**src/rtl/ucast_expander_pkg.sv**
```systemverilog
package ucast_expander_pkg;

    localparam int HDR_W  = 128;
    localparam int PAY_W  = 128;
    localparam int NODE_W = 15;

    // header field positions that the decoder depends on
    localparam int SUBN_LO   = 0;
    localparam int SUBN_HI   = 5;
    localparam int BASE_LO   = 6;
    localparam int BASE_HI   = 20;
    localparam int CMD_LO    = 21;
    localparam int CMD_HI    = 28;
    localparam int BOTH_BIT  = 101;
    localparam int MULTI_BIT = 105;
    localparam int CHAIN_BIT = 106;

    localparam logic [7:0] ENDPOINT_CMD = 8'h38;

    typedef enum logic [2:0] {
        ST_IDLE,
        ST_SCAN,
        ST_SEND,
        ST_DONE,
        ST_FAULT
    } xp_state_e;

    typedef struct packed {
        logic              ok;
        logic              chain;
        logic              both;
        logic [NODE_W-1:0] base;
    } hdr_info_t;

endpackage

```
**src/rtl/ucast_hdr_decode.sv**
```systemverilog
module ucast_hdr_decode
    import ucast_expander_pkg::*;
(
    input  logic [HDR_W-1:0] hdr,
    output hdr_info_t        info
);

    logic       subnode_zero;
    logic       cmd_match;
    logic       unicast_mode;

    always_comb begin
        subnode_zero = (hdr[SUBN_HI:SUBN_LO] == '0);
        cmd_match    = (hdr[CMD_HI:CMD_LO] == ENDPOINT_CMD);
        unicast_mode = ~hdr[MULTI_BIT];
        info.ok      = subnode_zero & cmd_match & unicast_mode;
        info.chain   = hdr[CHAIN_BIT];
        info.both    = hdr[BOTH_BIT];
        info.base    = hdr[BASE_HI:BASE_LO];
    end

endmodule

```
**src/rtl/ucast_low_scan.sv**
```systemverilog
module ucast_low_scan #(
    parameter int W  = 256,
    parameter int IW = $clog2(W)
) (
    input  logic [W-1:0]  vec,
    output logic          any,
    output logic [IW-1:0] idx,
    output logic [W-1:0]  rest
);

    logic [W:0]   below;
    logic [W-1:0] pick;

    assign below[0] = 1'b0;

    // prefix OR chain: pick marks the lowest set bit only
    for (genvar g = 0; g < W; g++) begin : g_bit
        assign pick[g]      = vec[g] & ~below[g];
        assign below[g + 1] = below[g] | vec[g];
    end

    assign any  = below[W];
    assign rest = vec & ~pick;

    always_comb begin
        idx = '0;
        for (int i = 0; i < W; i++) begin
            if (pick[i]) idx = idx | IW'(i);
        end
    end

endmodule

```
**src/rtl/ucast_dest_add.sv**
```systemverilog
module ucast_dest_add #(
    parameter int NW = 15,
    parameter int IW = 8
) (
    input  logic [NW-1:0] base,
    input  logic [IW-1:0] idx,
    output logic [NW-1:0] dest
);

    // sum truncated to NW bits: wraps modulo 2^NW
    assign dest = base + NW'(idx);

endmodule

```
**src/rtl/ucast_expander.sv**
```systemverilog
module ucast_expander
    import ucast_expander_pkg::*;
#(
    parameter int VEC_W = 256,
    parameter int IDX_W = $clog2(VEC_W)
) (
    input  logic              clk,
    input  logic              rst_n,
    input  logic              desc_valid,
    output logic              desc_ready,
    input  logic [VEC_W-1:0]  desc_dist,
    input  logic [HDR_W-1:0]  desc_hdr,
    input  logic [PAY_W-1:0]  desc_payload,
    output logic              req_valid,
    input  logic              req_ready,
    output logic [NODE_W-1:0] req_dest,
    output logic [IDX_W-1:0]  req_bit,
    output logic              req_both,
    output logic [HDR_W-1:0]  req_hdr,
    output logic [PAY_W-1:0]  req_payload,
    output logic              act_done,
    output logic              desc_err
);

    xp_state_e state_q, state_d;

    hdr_info_t          in_info;
    logic [VEC_W-1:0]   rem_q;
    logic [IDX_W-1:0]   idx_q;
    logic [HDR_W-1:0]   hdr_q;
    logic [PAY_W-1:0]   pay_q;
    logic [NODE_W-1:0]  base_q;
    logic               both_q;
    logic               chain_q;

    logic               scan_any;
    logic [IDX_W-1:0]   scan_idx;
    logic [VEC_W-1:0]   scan_rest;
    logic [NODE_W-1:0]  dest_w;

    logic               accept;
    logic               advance;

    ucast_hdr_decode u_dec (
        .hdr  (desc_hdr),
        .info (in_info)
    );

    ucast_low_scan #(.W(VEC_W), .IW(IDX_W)) u_scan (
        .vec  (rem_q),
        .any  (scan_any),
        .idx  (scan_idx),
        .rest (scan_rest)
    );

    ucast_dest_add #(.NW(NODE_W), .IW(IDX_W)) u_add (
        .base (base_q),
        .idx  (idx_q),
        .dest (dest_w)
    );

    assign accept  = (state_q == ST_IDLE) && desc_valid;
    assign advance = (state_q == ST_SCAN) ||
                     ((state_q == ST_SEND) && req_ready);

    // state register
    always_ff @(posedge clk) begin
        if (!rst_n) state_q <= ST_IDLE;
        else        state_q <= state_d;
    end

    // next state
    always_comb begin
        state_d = state_q;
        unique case (state_q)
            ST_IDLE: begin
                if (desc_valid) state_d = in_info.ok ? ST_SCAN : ST_FAULT;
            end
            ST_SCAN: begin
                if (scan_any)     state_d = ST_SEND;
                else if (chain_q) state_d = ST_IDLE;
                else              state_d = ST_DONE;
            end
            ST_SEND: begin
                if (req_ready) begin
                    if (scan_any)     state_d = ST_SEND;
                    else if (chain_q) state_d = ST_IDLE;
                    else              state_d = ST_DONE;
                end
            end
            ST_DONE:  state_d = ST_IDLE;
            ST_FAULT: state_d = ST_IDLE;
            default:  state_d = ST_IDLE;
        endcase
    end

    // descriptor and bit-pointer registers
    always_ff @(posedge clk) begin
        if (!rst_n) begin
            rem_q   <= '0;
            idx_q   <= '0;
            hdr_q   <= '0;
            pay_q   <= '0;
            base_q  <= '0;
            both_q  <= 1'b0;
            chain_q <= 1'b0;
        end else begin
            if (accept) begin
                rem_q   <= desc_dist;
                hdr_q   <= desc_hdr;
                pay_q   <= desc_payload;
                base_q  <= in_info.base;
                both_q  <= in_info.both;
                chain_q <= in_info.chain;
            end else if (advance && scan_any) begin
                idx_q <= scan_idx;
                rem_q <= scan_rest;
            end
        end
    end

    // outputs
    always_comb begin
        desc_ready = 1'b0;
        req_valid  = 1'b0;
        act_done   = 1'b0;
        desc_err   = 1'b0;
        unique case (state_q)
            ST_IDLE:  desc_ready = 1'b1;
            ST_SCAN:  ;
            ST_SEND:  req_valid  = 1'b1;
            ST_DONE:  act_done   = 1'b1;
            ST_FAULT: desc_err   = 1'b1;
            default:  ;
        endcase
    end

    assign req_dest    = dest_w;
    assign req_bit     = idx_q;
    assign req_both    = both_q;
    assign req_hdr     = hdr_q;
    assign req_payload = pay_q;

    AST_REQ_HOLD: assert property (@(posedge clk) disable iff (!rst_n)
        req_valid && !req_ready |=> req_valid && $stable(req_dest) && $stable(req_bit));

    AST_ORDER_UP: assert property (@(posedge clk) disable iff (!rst_n)
        req_valid && req_ready |=> !req_valid || (req_bit > $past(req_bit)));

    AST_DONE_PULSE: assert property (@(posedge clk) disable iff (!rst_n)
        act_done |=> !act_done && desc_ready);

    AST_ERR_PULSE: assert property (@(posedge clk) disable iff (!rst_n)
        desc_err |=> !desc_err && !req_valid && desc_ready);

    AST_FIRST_GAP: assert property (@(posedge clk) disable iff (!rst_n)
        desc_valid && desc_ready |=> !req_valid && !act_done);

endmodule

```
**config.mk**
```make
export PLATFORM = sky130hd
export DESIGN_NAME = ucast_expander
export DESIGN_NICKNAME = d
export VERILOG_FILES = /design/src/rtl/ucast_expander_pkg.sv /design/src/rtl/ucast_hdr_decode.sv /design/src/rtl/ucast_low_scan.sv /design/src/rtl/ucast_dest_add.sv /design/src/rtl/ucast_expander.sv
export SDC_FILE = /design/constraint.sdc
export NUM_CORES = 1
export LEC_CHECK = 0
export ABC_AREA = 1
export CAP_MARGIN = 20
export CORE_AREA = 2 2 312 314
export CTS_BUF_LIST = sky130_fd_sc_hd__clkbuf_16
export CTS_CLUSTER_SIZE = 28
export DETAILED_ROUTE_END_ITERATION = 10
export DIE_AREA = 0 0 314 316
export DONT_BUFFER_PORTS = 1
export SYNTH_ARGS = -nofsm -noshare
export SYNTH_HDL_FRONTEND = slang
export SYNTH_SLANG_ARGS = --single-unit
```
**constraint.sdc**
```tcl
create_clock -name clk -period 20.7 [get_ports clk]
set_input_delay 1.035 -clock clk [delete_from_list [all_inputs] [get_ports clk]]
set_output_delay 1.035 -clock clk [all_outputs]
set_load 0.1 [all_outputs]
```
# After elaboration in Yosys (flattened, before gate mapping)
# Cells that the tools add are included.
[totals] output_inout_bits=284 ff_bits=540 wordCells=1093
[op_classes] mux=295 n_eq_ne=11 add_sub_neg=1 bitwise_logic=770 reduce_logical=8
[ops] cell="two-way mux 256 bit" count=5
[ops] cell="two-way mux 8 bit" count=133
[ops] cell="two-way mux 128 bit" count=4
[ops] cell="two-way mux 7 bit" count=64
[ops] cell="AND 1 bit" count=257
[ops] cell="AND 256 bit" count=1
[ops] cell="NOT 1 bit" count=256
[ops] cell="NOT 256 bit" count=1
[ops] cell="bitwise OR 1 bit" count=255
[ops] cell="two-way mux 6 bit" count=32
[ops] cell="two-way mux 5 bit" count=16
[ops] cell="two-way mux 3 bit" count=18
[ops] cell="two-way mux 4 bit" count=8
[ops] cell="two-way mux 15 bit" count=2
[ops] cell="adder 15 x 8 -> 15 bit" count=1
[ops] cell="two-way mux 1 bit" count=9
[ops] cell="one-hot mux 3 bit (3 select lines)" count=1
[ops] cell="== test 8 x 6 -> 1 bit, second input constant" count=1
[ops] cell="== test 3 x 2 -> 1 bit, second input constant" count=2
[ops] cell="zero test 6 bit" count=1
[ops] cell="two-way mux 2 bit" count=3
[ops] cell="!= test 2 bit, second input constant" count=3
[ops] cell="!= test 2 x 1 -> 1 bit, second input constant" count=2
[ops] cell="AND reduction 2 bit" count=2
[ops] cell="other kinds (6)" count=8

# Longest topological paths before layout
[logic_depth] ltp_word=264 mapped_depth=121

# Cells and area by module
# A second synthesis with hierarchy kept.
[hier_totals] cells_unflattened=5610 area_unflattened_um2=34629.5
[by_module_without_submodules] module="ucast_expander" seq_area_each_um2=10810.4 area_per_inst_um2=25429.4 cells_each=3838 n_inst=1
[by_module_without_submodules] module="ucast_low_scan" seq_area_each_um2=0.0 area_per_inst_um2=8296.7 cells_each=1598 n_inst=1
[by_module_without_submodules] module="ucast_dest_add" seq_area_each_um2=0.0 area_per_inst_um2=681.9 cells_each=132 n_inst=1
[by_module_without_submodules] module="ucast_hdr_decode" seq_area_each_um2=0.0 area_per_inst_um2=221.5 cells_each=42 n_inst=1

# Worst setup path after synthesis
# No wires, ideal clock.
[synth_timing] path_type="reg-to-reg" startpoint="reg rem_q[0]" endpoint="reg rem_q[197]" required_time_ns=20.587 setup_ns=0.113 synth_period_minus_slack_ns=15.442 path_stages_with_launch=121 path_slack_ns=5.258 arrival_time_ns=15.329 cell_sequence="dfxtp_1 > nor2_4 > nand2_2 > nor2_4 > nand4_4 > nor2_4 > nand4_4 > nor2_2 > nand4_2 > nor2_2 > nand4_2 > nor2_2 > nand4_2 > nor2_2 > nand4_1 > nor2_2 > nand4_2 > nor2_2 > [... 85 more ...] > nor2_4 > nand4_2 > nor2_2 > nand4_2 > nor2_2 > nand4_2 > nor2_2 > nand4_2 > nor2_4 > nand3_2 > nor2_2 > nand3_2 > nand2_2 > nand2_4 > buf_4 > buf_2 > nor2_1 > nor2_1"
[synth_between] elab_chain_cells=257 elab_cells_between_ends=266 cone_classes="eq/ne (1); mux (5); bitwise (259); reduce/logical (1)"
[synth_rtl] element="start, declared" line_no="ucast_expander.sv:28" rtl="logic [VEC_W-1:0] rem_q;"
[synth_rtl] element="start signal, assigned" line_no="ucast_expander.sv:109" rtl="rem_q <= desc_dist;"
[synth_rtl] element="start signal, assigned" line_no="ucast_expander.sv:117" rtl="rem_q <= scan_rest;"
[synth_rtl] element="bitwise OR 1 bit (*) (196 in a row)" line_no="ucast_low_scan.sv:19" rtl="assign below[g + 1] = below[g] | vec[g];"
[synth_rtl] element="bitwise OR 1 bit (59 in a row)" line_no="ucast_low_scan.sv:19"
[synth_rtl] element="logical AND 1 bit" line_no="ucast_expander.sv:115" rtl="end else if (advance && scan_any) begin"
[synth_rtl] element="!= test 3 x 1 -> 1 bit (no source line)"
# Every way passes the cells marked *; elsewhere a longest branch is shown, timed or not. The select of a mux whose other input is x is not followed.
# A chain may end at the register's enable or synchronous reset.

# Worst setup path after layout
[layout_timing] startpoint="reg rem_q[0]" endpoint="reg rem_q[123]"
[layout_between] elab_chain_cells=257 elab_cells_between_ends=266 cone_classes="eq/ne (1); mux (5); bitwise (259); reduce/logical (1)"
[layout_rtl] element="bitwise OR 1 bit (*) (122 in a row)" line_no="ucast_low_scan.sv:19"
[layout_rtl] element="bitwise OR 1 bit (133 in a row)" line_no="ucast_low_scan.sv:19"
[layout_rtl] element="logical AND 1 bit" line_no="ucast_expander.sv:115"
[layout_rtl] element="!= test 3 x 1 -> 1 bit (no source line)"
# Marks and branches as above.

==> flow_metrics.env <==
export IMPL_hold_viol_final=0
export IMPL_fp_dieArea_um2=99200
export IMPL_insertion_delay_ns=0.64
export IMPL_end_kind="register"
export IMPL_met3_usage=0.124
export IMPL_synth_top_family_by_area="simple AND/OR/NAND/NOR gates"
export IMPL_dp_hpwl_um=101000
export IMPL_ctsHoldBuffers=0
export IMPL_violations="max-slew violations"
export IMPL_yosysSeqAreaShare=0.362
export IMPL_synth_adder_area_share=0.00416
export IMPL_setup_slack_ns=2.33
export IMPL_dr_first_iter_drc_count=2815
export IMPL_crit_top_cell="nor2_2"
export IMPL_cts_root_buf="clkbuf_16"
export IMPL_synth_area_um2=28900
export IMPL_clk_path_buf_depth=3
export IMPL_synth_top_cells_by_area="dfxtp_1, nor2_1, nand2_1"
export IMPL_fmax_mhz=54.4
export IMPL_ant_nets=0
export IMPL_netlist_area_leader_share=0.362
export IMPL_grt_pass1_vias=26810
export IMPL_drc=0
export IMPL_io_buffers=0
export IMPL_wl_um=137000
export IMPL_fillers=10398
export IMPL_critical_path_startpoint_type="register"
export IMPL_synth_largest_area_cell="dfxtp_1"
export IMPL_wl_per_cell_um=23.7
export IMPL_rows=114
export IMPL_multiInputGateArea_um2=15800
export IMPL_synth_avg_cell_area_um2=6.44
export IMPL_nets=4932
export IMPL_top_usage_layer="met2"
export IMPL_synth_xor_area_frac=0.00394
export IMPL_grt_util_met1=0.285
export IMPL_p_seq_frac=0.449
export IMPL_synthArstFlopShare=0
export IMPL_p_switching_mw=1.20
export IMPL_vias_per_cell=5.15
export IMPL_min_period_over_period=0.887
export IMPL_hold_path_class="reg2reg"
export IMPL_grt_pass1_wl_um=186000
export IMPL_clock_power_share=0.395
export IMPL_path_clk_slew_ns=0.06
export IMPL_numCtsBuffers=66
export IMPL_instances_no_fill=5763
export IMPL_p_leak_nw=14.4
export IMPL_fin_worst_skew_ns=0.0254
export IMPL_drv_cap=0
export IMPL_critPathSlowestCell="dfxtp_1"
export IMPL_htree_levels=3
export IMPL_grt_use_met2=0.404
export IMPL_max_stage_delay_ns=0.35
export IMPL_grt_max_degree=512
export IMPL_fin_tns_setup_ns=0
export IMPL_criticalPathCategory="reg2reg"
export IMPL_power_frac_comb=0.156
export IMPL_synth_simple_gate_area_frac=0.401
export IMPL_p_int_mw=2.00
export IMPL_antenna_found_initial=72
export IMPL_grt_usage=0.254
export IMPL_io_pins=800
export IMPL_crit_arrival_ns=18.92
export IMPL_peakVddDrop_v=0.0000649
export IMPL_maxSlewViolCount=204
export IMPL_dieWidth_um=314
export IMPL_dp_slack_ns=2.01
export IMPL_maxSlewHeadroom=-0.357
export IMPL_fin_crit_ns=18.37
export IMPL_synth_compound_area_share=0.132
export IMPL_status="complete, but fails checks"
export IMPL_sw_frac_of_total=0.376
export IMPL_reg2reg_setup_slack_ns=2.33
export IMPL_worst_pin_slew_ns=2.04
export IMPL_start_util=0.301
export IMPL_cp_required_ns=21.26
export IMPL_syn_inst=4487
export IMPL_dr_total_vias=29674
export IMPL_area_growth_pct=13.6
export IMPL_synth_cell_types=54
export IMPL_dr_pass1_iters=6
export IMPL_yosysWarningCount=0
export IMPL_p_per_area_nw_per_um2=97.5
export IMPL_die_h_um=316
export IMPL_synth_flop_cell="dfxtp_1"
export IMPL_synthesis_nets=5012
export IMPL_finalSetupViolCount=0
export IMPL_tritoncts="built"
export IMPL_synth_edff_count=0
export IMPL_synth_most_common_cell="nor2_1"
export IMPL_register_area_um2=10500
export IMPL_clkSinkCount=523
export IMPL_synthMuxAreaShare=0
export IMPL_core_region_area_um2=96000
export IMPL_gr_total_overflow=0
export IMPL_ys_seq_elements=523
export IMPL_synth_commonest_cells="nor2_1, nand2_1, dfxtp_1"
export IMPL_dp_cells=5592
export IMPL_crit_fanout=27
export IMPL_drive_above_1_share=0.0765
export IMPL_finalWeightedCongestion=1.01
[metal layers]
metal  up-vias  share of wire  wire (um)
met5         -         0.0031        425
met4        66          0.045       6200
met3       284           0.11      14600
met2      1061           0.45      62100
met1     13788           0.39      53500
li1      14475              -          -
[worst paths after layout]
path,startpoint,endpoint,depth (start not counted)
setup / recovery,rem_q[0]$_SDFFE_PN0P_,rem_q[123]$_SDFFE_PN0P_,121
hold / removal,rem_q[2]$_SDFFE_PN0P_,rem_q[2]$_SDFFE_PN0P_,2
setup reg to reg,rem_q[0]$_SDFFE_PN0P_,rem_q[123]$_SDFFE_PN0P_,121
hold reg to reg,rem_q[2]$_SDFFE_PN0P_,rem_q[2]$_SDFFE_PN0P_,2
[state kept, by name (all words and copies together), names as in the netlist]
name and flops:
req_bit 8, rem_q 256, state_q 3, req_payload 128, req_hdr 128
[logic make-up after synthesis]
| group | after synthesis |
|---|---|
| simple gates | 2650 |
| buf+inv | 647 |
| compound gates | 645 |
| flops | 523 |
| xor+xnor | 13 |
| fa+ha+maj | 9 |
[cell usage in the layout, fill, tap and decap left out, drive strengths merged, types with 2 or more instances in the layout]
cell      instances
dfxtp           523
nand4           148
nand3b            7
a2111oi           7
a31oi             6
nor4             51
clkbuf           75
ha                8
nand3           203
o2111ai          18
o31ai            21
xor2              9
a21oi           146
o21ai           298
a2bb2oi          26
clkinvlp          6
bufinv           13
nor3            164
o311ai            4
nor4b             3
nor2           1383
clkinv           27
buf              73
inv             421
o211ai           21
xnor2             4
a2111o            2
nand2           690
a211oi           10
a21boi           78
diode            30
o22ai             2
[final cells by class]
type	count	share of cell area
Clock inverter	52	0.0201
Antenna cell	30	0.00229
Tap cell	1276	0.0486
Inverter	415	0.0478
Timing Repair Buffer	82	0.0297
Clock buffer	66	0.0503
Multi-Input combinational cell	3319	0.482
Sequential cell	523	0.319
[timing repair]
action	in CTS	in global routing
setup buffers	0	7
endpoints found under the setup margin	0	238
gates resized for setup	0	30
[critical path, delay by kind of cell (launching register included)]
family | cells | cell delay, ns
buf+inv | 2 | 0.41
flops | 1 | 0.35
simple gates | 119 | 17.46
[metrics by stage]
stage                     instance area (um2)  utilization  hold WS, ns  power [mW]
after floorplan                         28900            -        0.455        1.80
after global placement                  29900        0.311        0.468        1.92
after detailed placement                30000        0.312        0.482        1.93
after CTS                               32300        0.336        0.477        3.20
after global routing                    32800        0.342        0.489        3.32
final                                   32800        0.342        0.487        3.20
[power groups by stage]
stage          combinational, mW  sequential [mW]  clock, mW
2_1_floorplan              0.343             1.45          0
3_3_place_gp               0.462             1.46          0
3_5_place_dp               0.470             1.46          0
4_1_cts                    0.473             1.44       1.29
5_1_grt                    0.551             1.44       1.33
6_report                   0.501             1.44       1.26
Power figures use the tool's default switching activity.
